`src/rtl/intc_pkg.sv`:
```
package intc_pkg;
   // word index inside a 32-byte bank window (byte address bits [4:2])
   typedef enum logic [2:0] {
      OFS_MASKED = 3'd0,
      OFS_RAW    = 3'd1,
      OFS_EN_SET = 3'd2,
      OFS_EN_CLR = 3'd3,
      OFS_SOFT   = 3'd4
   } intc_ofs_e;

   localparam int WIN_LSB = 5;   // bank window = 2**WIN_LSB bytes
   localparam int NBANK   = 2;
endpackage

```
`src/rtl/intc_enable_reg.sv`:
```
module intc_enable_reg #(
   parameter int               NSRC       = 32,
   parameter logic [NSRC-1:0]  VALID_MASK = '1
) (
   input  logic            clk,
   input  logic            rst_n,
   input  logic [NSRC-1:0] set_i,
   input  logic [NSRC-1:0] clr_i,
   output logic [NSRC-1:0] en_o
);
   logic [NSRC-1:0] en_q;

   // clear takes priority over set on the same bit
   always_ff @(posedge clk or negedge rst_n) begin
      if (!rst_n) en_q <= '0;
      else        en_q <= (en_q | set_i) & ~clr_i & VALID_MASK;
   end

   assign en_o = en_q;
endmodule

```
`src/rtl/intc_req_out.sv`:
```
module intc_req_out #(
   parameter int NSRC      = 32,
   parameter bit REGISTERED = 1'b1
) (
   input  logic            clk,
   input  logic            rst_n,
   input  logic [NSRC-1:0] pend_i,
   output logic            req_o
);
   generate
      if (REGISTERED) begin : g_reg
         logic req_q;
         always_ff @(posedge clk or negedge rst_n) begin
            if (!rst_n) req_q <= 1'b0;
            else        req_q <= |pend_i;
         end
         assign req_o = req_q;
      end else begin : g_comb
         logic unused_clk;
         assign unused_clk = clk ^ rst_n;
         assign req_o = |pend_i;
      end
   endgenerate
endmodule

```
`src/rtl/intc_bank.sv`:
```
module intc_bank
   import intc_pkg::*;
#(
   parameter int               NSRC       = 32,
   parameter int               DW         = 32,
   parameter int               SOFT_BIT   = 1,
   parameter bit               REQ_REG    = 1'b1,
   parameter logic [NSRC-1:0]  VALID_MASK = '1
) (
   input  logic            clk,
   input  logic            rst_n,
   input  logic [NSRC-1:0] src_i,
   input  logic            wr_i,
   input  logic [2:0]      ofs_i,
   input  logic [DW-1:0]   wdata_i,
   output logic [DW-1:0]   rdata_o,
   output logic            req_o,
   output logic [NSRC-1:0] en_o,
   output logic [NSRC-1:0] raw_o,
   output logic [NSRC-1:0] masked_o
);
   logic            soft_q;
   logic [NSRC-1:0] soft_vec;
   logic [NSRC-1:0] set_vec;
   logic [NSRC-1:0] clr_vec;
   logic            wr_set, wr_clr, wr_soft;

   assign wr_set  = wr_i && (ofs_i == OFS_EN_SET);
   assign wr_clr  = wr_i && (ofs_i == OFS_EN_CLR);
   assign wr_soft = wr_i && (ofs_i == OFS_SOFT);

   always_ff @(posedge clk or negedge rst_n) begin
      if (!rst_n)       soft_q <= 1'b0;
      else if (wr_soft) soft_q <= wdata_i[SOFT_BIT];
   end

   always_comb begin
      soft_vec           = '0;
      soft_vec[SOFT_BIT] = soft_q;
   end

   assign set_vec = wr_set ? wdata_i[NSRC-1:0] : '0;
   assign clr_vec = wr_clr ? wdata_i[NSRC-1:0] : '0;

   intc_enable_reg #(
      .NSRC       (NSRC),
      .VALID_MASK (VALID_MASK)
   ) u_en (
      .clk   (clk),
      .rst_n (rst_n),
      .set_i (set_vec),
      .clr_i (clr_vec),
      .en_o  (en_o)
   );

   assign raw_o    = (src_i | soft_vec) & VALID_MASK;
   assign masked_o = raw_o & en_o;

   intc_req_out #(
      .NSRC       (NSRC),
      .REGISTERED (REQ_REG)
   ) u_req (
      .clk    (clk),
      .rst_n  (rst_n),
      .pend_i (masked_o),
      .req_o  (req_o)
   );

   always_comb begin
      rdata_o = '0;
      unique case (ofs_i)
         OFS_MASKED: rdata_o[NSRC-1:0] = masked_o;
         OFS_RAW:    rdata_o[NSRC-1:0] = raw_o;
         OFS_EN_SET: rdata_o[NSRC-1:0] = en_o;
         default:    rdata_o = '0;   // write-only or unmapped words
      endcase
   end
endmodule

```
`src/rtl/dual_bank_intc.sv`:
```
module dual_bank_intc
   import intc_pkg::*;
#(
   parameter int            NSRC     = 32,
   parameter int            DW       = 32,
   parameter int            AW       = 12,
   parameter int            SOFT_BIT = 1,
   parameter bit            REQ_REG  = 1'b1,
   parameter logic [AW-1:0] IRQ_BASE = 12'h180,
   parameter logic [AW-1:0] FIQ_BASE = 12'h280
) (
   input  logic            clk,
   input  logic            rst_n,
   input  logic [NSRC-1:0] src_i,
   input  logic            bus_wr_i,
   input  logic [AW-1:0]   bus_addr_i,
   input  logic [DW-1:0]   bus_wdata_i,
   output logic [DW-1:0]   bus_rdata_o,
   output logic            irq_req_o,
   output logic            fiq_req_o
);
   localparam logic [NSRC-1:0] VALID_MASK = {{(NSRC-1){1'b1}}, 1'b0};

   // elaboration-time parameter checks
   if (NSRC < 2 || NSRC > DW) begin : g_bad_nsrc
      $error("dual_bank_intc: NSRC must be in 2..DW");
   end
   if (SOFT_BIT < 1 || SOFT_BIT >= NSRC) begin : g_bad_soft
      $error("dual_bank_intc: SOFT_BIT must be in 1..NSRC-1");
   end
   if (AW <= WIN_LSB) begin : g_bad_aw
      $error("dual_bank_intc: AW too small for a bank window");
   end
   if (IRQ_BASE[WIN_LSB-1:0] != '0 || FIQ_BASE[WIN_LSB-1:0] != '0) begin : g_bad_align
      $error("dual_bank_intc: bank bases must be window aligned");
   end
   if (IRQ_BASE[AW-1:WIN_LSB] == FIQ_BASE[AW-1:WIN_LSB]) begin : g_bad_overlap
      $error("dual_bank_intc: bank windows overlap");
   end

   logic                       word_ok;
   logic [2:0]                 ofs;
   logic [NBANK-1:0]           hit;
   logic [NBANK-1:0]           req;
   logic [NBANK-1:0][DW-1:0]   rd_bank;
   logic [NBANK-1:0][DW-1:0]   rd_gated;
   logic [NBANK-1:0][NSRC-1:0] en_w;
   logic [NBANK-1:0][NSRC-1:0] raw_w;
   logic [NBANK-1:0][NSRC-1:0] masked_w;

   assign word_ok = (bus_addr_i[1:0] == 2'b00);
   assign ofs     = bus_addr_i[WIN_LSB-1:2];

   for (genvar b = 0; b < NBANK; b++) begin : g_bank
      localparam logic [AW-1:0] BASE = (b == 0) ? IRQ_BASE : FIQ_BASE;

      assign hit[b] = word_ok &&
                      (bus_addr_i[AW-1:WIN_LSB] == BASE[AW-1:WIN_LSB]);

      intc_bank #(
         .NSRC       (NSRC),
         .DW         (DW),
         .SOFT_BIT   (SOFT_BIT),
         .REQ_REG    (REQ_REG),
         .VALID_MASK (VALID_MASK)
      ) u_bank (
         .clk      (clk),
         .rst_n    (rst_n),
         .src_i    (src_i),
         .wr_i     (bus_wr_i && hit[b]),
         .ofs_i    (ofs),
         .wdata_i  (bus_wdata_i),
         .rdata_o  (rd_bank[b]),
         .req_o    (req[b]),
         .en_o     (en_w[b]),
         .raw_o    (raw_w[b]),
         .masked_o (masked_w[b])
      );

      assign rd_gated[b] = hit[b] ? rd_bank[b] : '0;
   end

   always_comb begin
      bus_rdata_o = '0;
      for (int b = 0; b < NBANK; b++) bus_rdata_o |= rd_gated[b];
   end

   assign irq_req_o = req[0];
   assign fiq_req_o = req[1];
endmodule

```
`config.mk`:
```
export PLATFORM = sky130hd
export DESIGN_NAME = dual_bank_intc
export DESIGN_NICKNAME = d
export VERILOG_FILES = /design/src/rtl/intc_pkg.sv /design/src/rtl/intc_enable_reg.sv /design/src/rtl/intc_req_out.sv /design/src/rtl/intc_bank.sv /design/src/rtl/dual_bank_intc.sv
export SDC_FILE = /design/constraint.sdc
export NUM_CORES = 1
export LEC_CHECK = 0
export BUFFER_PORTS_ARGS = -buffer_cell sky130_fd_sc_hd__clkbuf_2
export CORE_MARGIN = 5
export CORE_UTILIZATION = 45
export DETAILED_ROUTE_END_ITERATION = 10
export PLACE_DENSITY = 0.71
export SLEW_MARGIN = 20
export SYNTH_ARGS = -nofsm -noshare
export SYNTH_HDL_FRONTEND = slang
export SYNTH_SLANG_ARGS = --single-unit
```
`constraint.sdc`:
```
create_clock -name clk -period 2.9 [get_ports clk]
set_input_delay 0.145 -clock clk [delete_from_list [all_inputs] [get_ports clk]]
set_output_delay 0.145 -clock clk [all_outputs]
set_load 0.01 [all_outputs]
```
==> results of run 1 <==
## area by class of cell
cell class | count | area (um^2) | share of cell area [%]
multi-input combinational | 288 | 2090 | 44.0
sequential | 66 | 1650 | 34.8
timing repair buffer | 123 | 678 | 14.3
clock buffer | 11 | 151 | 3.19
tap | 108 | 135 | 2.85
clock inverter | 3 | 40.0 | 0.844
## state kept, by name, indices dropped and copies added (netlist names)
register	count
g_bank.u_bank.soft_q	2
g_bank.u_bank.u_en.en_o	62
g_bank.u_bank.u_req.req_o	2
## kinds of logic (layout without fill, tap and decap cells)
group	count (synthesis)	after routing
compound gates	220	220
other cells	1	1
flops	66	66
mux	2	2
simple gates	65	65
buf+inv	44	137
## synth_stat cells
| library cell | count | area share [%] |
|---|---|---|
| nor2_1 | 5 | 0.48 |
| a21oi_1 | 63 | 8.0 |
| nor3_1 | 2 | 0.25 |
| mux2_2 | 2 | 0.57 |
| or4_1 | 2 | 0.38 |
| o21ai_0 | 2 | 0.25 |
| nand2b_1 | 33 | 5.2 |
| a22o_1 | 6 | 1.3 |
| and4_1 | 1 | 0.22 |
| or3_1 | 2 | 0.32 |
| clkbuf_1 | 18 | 1.7 |
| buf_4 | 2 | 0.38 |
| nand2_1 | 2 | 0.19 |
| a22oi_1 | 48 | 9.1 |
| nor4_4 | 1 | 0.54 |
| buf_6 | 6 | 1.7 |
| conb_1 | 1 | 0.095 |
| nand3_1 | 8 | 1.0 |
| a221oi_1 | 36 | 8.0 |
| nand4_1 | 3 | 0.48 |
| o21ai_1 | 1 | 0.13 |
| and2_1 | 1 | 0.16 |
| nor2b_1 | 2 | 0.32 |
| o2111ai_1 | 2 | 0.44 |
| nor3_2 | 2 | 0.51 |
| dfrtp_1 | 66 | 42 |
| buf_2 | 18 | 2.3 |
| a41oi_1 | 62 | 14 |
| nor3b_1 | 1 | 0.19 |
## per-stage QoR
stage	hold slack, ns	power [mW]	instance area [um^2]
5_1_grt	0.0186	2.00	4740
6_report	0.0105	1.93	4740
4_1_cts	0.00463	1.93	4740
3_5_place_dp	0.282	1.17	4540
2_1_floorplan	-0.151	1.03	3940
3_3_place_gp	0.276	1.17	4540
## path summary, 6_finish.rpt
kind | end | slack, ns | depth (start not counted)
min in group asynchronous | g_bank[1].u_bank.u_en.en_o[25] | 0.44 | 2
worst min register to register | g_bank[0].u_bank.soft_q | 0.54 | 1
worst max-delay path | bus_rdata_o[9] | 0.77 | 5
max in group asynchronous | g_bank[1].u_bank.u_en.en_o[3] | 1.77 | 3
worst min-delay path | g_bank[1].u_bank.u_en.en_o[17] | 0.01 | 2
worst max register to register | g_bank[1].u_bank.u_req.req_o | 1.10 | 4
## power by group through the flow
stage          Combinational [mW]  Sequential (mW)  Clock, mW
2_1_floorplan              0.0812            0.948          0
3_3_place_gp                0.219            0.948          0
3_5_place_dp                0.225            0.948          0
4_1_cts                     0.227            0.931      0.777
5_1_grt                     0.250            0.930      0.816
6_report                    0.230            0.931      0.769
## critical path, delay by kind of cell
family | cells | cell delay (ns)
buffers and inverters | 3 | 1.03
AOI/OAI and AO/OA | 1 | 0.52
and+or+nand+nor | 1 | 0.27
## layer usage
layer | track usage [%] | vias to the layer above | routed length (um)
li1 | - | 1855 | -
met1 | 34.0 | 2116 | 5710
met2 | 38.4 | 257 | 6460
met3 | 5.97 | 25 | 1290
met4 | 8.53 | 2 | 250
met5 | 0 | - | 16
==> metrics.md, run 1 <==
| Metric | Value |
|---|---|
| Wirelength per Cell | about 23 um |
| CP max stage cell | a221oi_1 |
| CTS buffer count | 9 |
| H-tree depth | 3 |
| # port buffers | 109 |
| Post-layout util | roughly 55% |
| Final Hold Fails | 0 |
| Worst-Margin Slew | about 0.85 ns |
| Avg Cell Area, Syn | roughly 10 um^2 |
| Crit Path Max Fanout | 36 |
| Final antenna-violating net count | 0 |
| RePlAce Congestion | 0.821 |
| DRT Wirelength | 13700 um |
| Max-Cap Viols | 0 |
| WP data required | around 2.8 ns |
| Slew margin rel. | 43.6% |
| Power Density | a little over 400 nW/um^2 |
| Largest family of logic cells by synthesized area | compound AO/OA/AOI/OAI gates |
| CTS tree | built |
| Worst Hold Launch | bus_wdata_i[17] |
| Max-slew violation count | 0 |
| R2r startpoint | g_bank[1].u_bank.u_en.en_o[3] |
| Fmax | 470 MHz |
| Antenna violations before repair | 1 |
| Synth Area in Adders | 0% |
| Share of cells above drive strength 1 | a little under a third |
| Cells along the critical path | clkbuf_2 > nand2b_1 > buf_4 > a221oi_1 > clkbuf_2 |
| Sequential Power Share | 48.2% |
| Buffer count from post-CTS setup fixing | 0 |
| Crit end category | primary output |
| Proportion of synthesized area in mux cells | 0.571% |
| Router iterations before antenna repair | 5 |
| Io pins | 113 |
| Antenna fix cells | 0 |
| Die width | 104 um |
| CP Launch Type | input port |
| Synth Area in XOR/XNOR | 0% |
| Post-synth net total | 477 |
| Sequential share of the synthesized area | 41.9% |
| Placed insts | slightly below 600 |
| Worst-Skew Late Latency | 0.34 ns |
| Largest net degree at the start of global routing | 37 |
| Setup WS pre-CTS | 0.866 ns |
| RSZ-0062 raised after global routing | false |
| Global-route wire length before repair | 21900 um |
| Critical path class | input port to primary output |
| Grt ovf | 0 |
| DRC violations left | 0 |
| Nets | approximately 570 |
| Critical Path Max Stage Delay | 0.52 ns |
| Worst vdd ir | 0.000213 V |
| Starting Density | 45.7% |
| DIE AREA | 10700 um^2 |
| Setup Skew | 0.00534 ns |
| Int Pwr | 1.43 mW |
| Core area | between 8000 and 9000 um^2 |
| Fill count | 809 |
| HPWL after DPL | 9120 um |
| Psw | 0.498 mW |
| Comb power frac | between 10% and 20% |
| Post-cts resize count | 0 |
| Cell mode on critical path | clkbuf_2 |
| Non-Filler Instances | roughly 600 |
| Most frequent cells in the layout | clkbuf_2, dfrtp_1, a21oi_1, a41oi_1, a22oi_1 |
| Clock buffer depth | 2 |
| Post-Syn Instances | 398 |
| Final TNS setup | 0 ns |
| Critical path arrival | just under 2 ns |
| Drt via density | 7.10 |
| Synth Area in Compound Gates | 41.1% |
| Crit path time final | between 2 and 2.5 ns |
| Clock sinks | 66 |
| Most common cell after layout, fill and taps aside | clkbuf_2 |
| LEAKAGE | roughly 2.0 nW |
| Die H | between 100 and 150 um |
| Final setup slack of the worst path | 0.772 ns |
| DR iter-0 viols | 371 |
| Row cnt | 34 |
| Status | finished, final reports clean |
| Crit share post-route | 73.4% |
| Final Setup Violations | 0 |
| Area of the mapped netlist | 3940 um^2 |
| Switching share of power | 25.8% |
| FF+latch count, synth | 66 |
| Ys Warns | 0 |
| Post-synthesis simple-gate area fraction | 10.3% |
| Gr usage total | 24.8% |
| Layout overhead on the synthesized area | 20.3% |
| Worst setup startpoint | bus_addr_i[3] |
| Vias | between 4000 and 5000 |
| Clk slew on worst S/H paths | 0.07 ns |
| Distinct cell type count after synthesis | 29 |
| # hold bufs at CTS | 1 |
| Clock network power share | 39.8% |
| Worst hold-check path type | input port to register |
| Vias in the first global route | 4156 |
| Root buf cell | clkbuf_8 |
Power figures use the tool's default switching activity.
==> run 2, diff against run 1 <==
--- a/config.mk
+++ b/config.mk
@@ -9,7 +9,7 @@
 export CORE_MARGIN = 5
 export CORE_UTILIZATION = 45
 export DETAILED_ROUTE_END_ITERATION = 10
-export PLACE_DENSITY = 0.71
+export PLACE_DENSITY = 0.73
 export SLEW_MARGIN = 20
 export SYNTH_ARGS = -nofsm -noshare
 export SYNTH_HDL_FRONTEND = slang
==> constraint.sdc (replaced) <==
create_clock -name clk -period 1.8 [get_ports clk]
set_input_delay 0.09 -clock clk [delete_from_list [all_inputs] [get_ports clk]]
set_output_delay 0.09 -clock clk [all_outputs]
set_load 0.01 [all_outputs]
==> run 2 against run 1 <==
Effect of this change:
- sequential cell count did not move
- clock power rose by 38%
- utilization rose by 5.3 points
- clock skew rose by 0.00095 ns
- non-clock buffer count rose by 44
- routed wire length rose by 2.3%
- first-iteration DRC count rose by 26%
- worst setup slack got worse by 0.69 ns
- via count rose by 4.8%
- combinational power rose by 96%
- critical path type unchanged
==> metrics.md, run 2 (same netlist as run 1, synthesis figures left out) <==
| Metric | Value |
|---|---|
| H-tree depth | 3 |
| Largest net degree at the start of global routing | 67 |
| Crit end category | primary output |
| Most common cell after layout, fill and taps aside | clkbuf_2 |
| Sequential Power Share | 49.8% |
| Crit Path Max Fanout | 9 |
| CP max stage cell | a221oi_1 |
| Starting Density | 45.7% |
| Final Setup Violations | 0 |
| Worst vdd ir | between 0.0003 and 0.0004 V |
| Core area | ~8600 um^2 |
| Grt ovf | 0 |
| Comb power frac | 14.9% |
| R2r startpoint | g_bank[1].u_bank.u_en.en_o[10] |
| Levels on crit path | 7 |
| Die H | 104 um |
| Post-DP Area | 4720 um^2 |
| Critical path arrival | 1.63 ns |
| RSZ-0062 raised after global routing | false |
| Antenna violations before repair | 1 |
| Max-Cap Viols | 0 |
| Vias in the first global route | roughly 4200 |
| End point of the critical path | bus_rdata_o[11] |
| CTS tree | built |
| FF+latch area | around 1700 um^2 |
| Multi-input logic area | 2090 um^2 |
| # port buffers | about 110 |
| Worst setup startpoint | bus_addr_i[8] |
| Crit share post-route | a little over nine tenths |
| Clock sinks | 66 |
| HPWL after DPL | 9690 um |
| Top delay family on crit path | compound AO/OA/AOI/OAI gates |
| Wirelength per Cell | 21.8 um |
| Worst-Margin Slew | approximately 0.52 ns |
| Final antenna-violating net count | 0 |
| Worst R2R End | g_bank[1].u_bank.u_req.req_o |
| Io pins | about 110 |
| Setup WS pre-CTS | 0.0813 ns |
| Worst-Skew Late Latency | 0.34 ns |
| Clock buffer depth | 2 |
| Clk slew on worst S/H paths | 0.06 ns |
| Max reg flops | a little over 60 |
| Critical Path Max Stage Delay | between 0.3 and 0.4 ns |
| Slew margin rel. | approximately two thirds |
| DIE AREA | ~11000 um^2 |
| Vias | 4458 |
| Clock network power share | 35.3% |
| Setup Skew | 0.00629 ns |
| Final Hold Fails | 0 |
| Worst hold slack | 0.0210 ns |
| Final TNS setup | 0 ns |
| Status | finished, final reports clean |
| WP data required | 1.71 ns |
| DRT Wirelength | 14000 um |
| Cell mode on critical path | clkbuf_2 |
| Int Pwr | between 2 and 2.5 mW |
| Root buf cell | clkbuf_8 |
| Most frequent cells in the layout | clkbuf_2, dfrtp_1, a21oi_1, a41oi_1, a22oi_1 |
| Placed insts | 598 |
| Router iterations before antenna repair | 5 |
| Worst hold-check path type | input port to register |
| Global-route wire length before repair | 22500 um |
| Nets | between 600 and 700 |
| CTS buffer count | 9 |
| Fill count | 778 |
| Flop-to-flop setup slack | 0.14 ns |
| DRC violations left | 0 |
| Cells along the critical path | clkbuf_2 > nand2b_1 > nor2_2 > o21ai_2 > buf_4 > a221oi_1 > clkbuf_2 |
| Final instance area | 5200 um^2 |
| RePlAce Congestion | between 0.8 and 0.9 |
| Share of cells above drive strength 1 | between 30% and 40% |
| Fmax | 582 MHz |
| Switching share of power | 28.3% |
| Layout overhead on the synthesized area | 31.9% |
| Crit path buffers/inverters | 3 |
| Buffer count from post-CTS setup fixing | 0 |
| Non-Filler Instances | about 650 |
| Drt via density | between 6 and 7 |
| Gr usage total | 25.4% |
| Final setup slack of the worst path | around 0.081 ns |
| Row cnt | 34 |
| Reg2reg path depth | 4 |
| Critical path class | input port to primary output |
| Max-slew violation count | 0 |
| DR iter-0 viols | 466 |
| Psw | approximately 0.85 mW |
| LEAKAGE | approximately 2.2 nW |
| Crit path time final | roughly 1.7 ns |
| Power Density | around 580 nW/um^2 |
| CP Launch Type | input port |
| Die width | between 100 and 150 um |
run 2: area by class of cell:
| class | count | share of cell area (%) |
|---|---|---|
| multi-input combinational | 288 | 40.2 |
| clock inverter | 5 | 0.626 |
| clock buffer | 10 | 2.45 |
| tap | 108 | 2.60 |
| sequential | 66 | 31.8 |
| antenna | 1 | 0.0481 |
| timing repair buffer | 167 | 22.3 |
run 2: layer usage:
metal	global-route usage, %	up-vias	wire length, um
met1	34.8	2169	5430
met2	40.6	309	6810
met5	0	-	0
met4	8.25	0	278
met3	4.73	29	1520
li1	-	1951	-
run 2: worst min-delay path by stage:
| stage | end | cells past startpoint | slack, ns | from |
|---|---|---|---|---|
| 2_1_floorplan | g_bank[0].u_bank.soft_q | 0 | -0.21 | rst_n |
| 3_3_place_gp | g_bank[1].u_bank.u_en.en_o[24] | 2 | 0.14 | rst_n |
| 3_5_place_dp | g_bank[0].u_bank.u_en.en_o[24] | 2 | 0.14 | rst_n |
| 4_1_cts | g_bank[0].u_bank.u_en.en_o[6] | 2 | 0.001 | bus_wdata_i[6] |
| 5_1_grt | g_bank[0].u_bank.u_en.en_o[6] | 2 | 0.02 | bus_wdata_i[6] |
| 6_report | g_bank[0].u_bank.u_en.en_o[6] | 2 | 0.02 | bus_wdata_i[6] |
run 2: stage by stage:
| stage | power [mW] | util (%) |
|---|---|---|
| after CTS | 3.02 | 60.1 |
| after global routing | 3.11 | 60.2 |
| after detailed placement | 1.92 | 54.7 |
| final | 3.01 | 60.2 |
| after floorplan | 1.66 | - |
| after global placement | 1.90 | 54.7 |
run 2: what timing repair did:
action                                  CTS  global route
gates resized for setup                   0             1
endpoints found under the setup margin    0             1
hold buffers                             31             0
endpoints found under the hold margin   125             0
run 2: power groups by stage:
stage	registers, mW	logic (mW)	clock network (mW)
global placement	1.53	0.377	0
CTS	1.50	0.443	1.08
detailed placement	1.53	0.388	0
floorplan	1.53	0.131	0
finish	1.50	0.450	1.06
global route	1.50	0.481	1.13
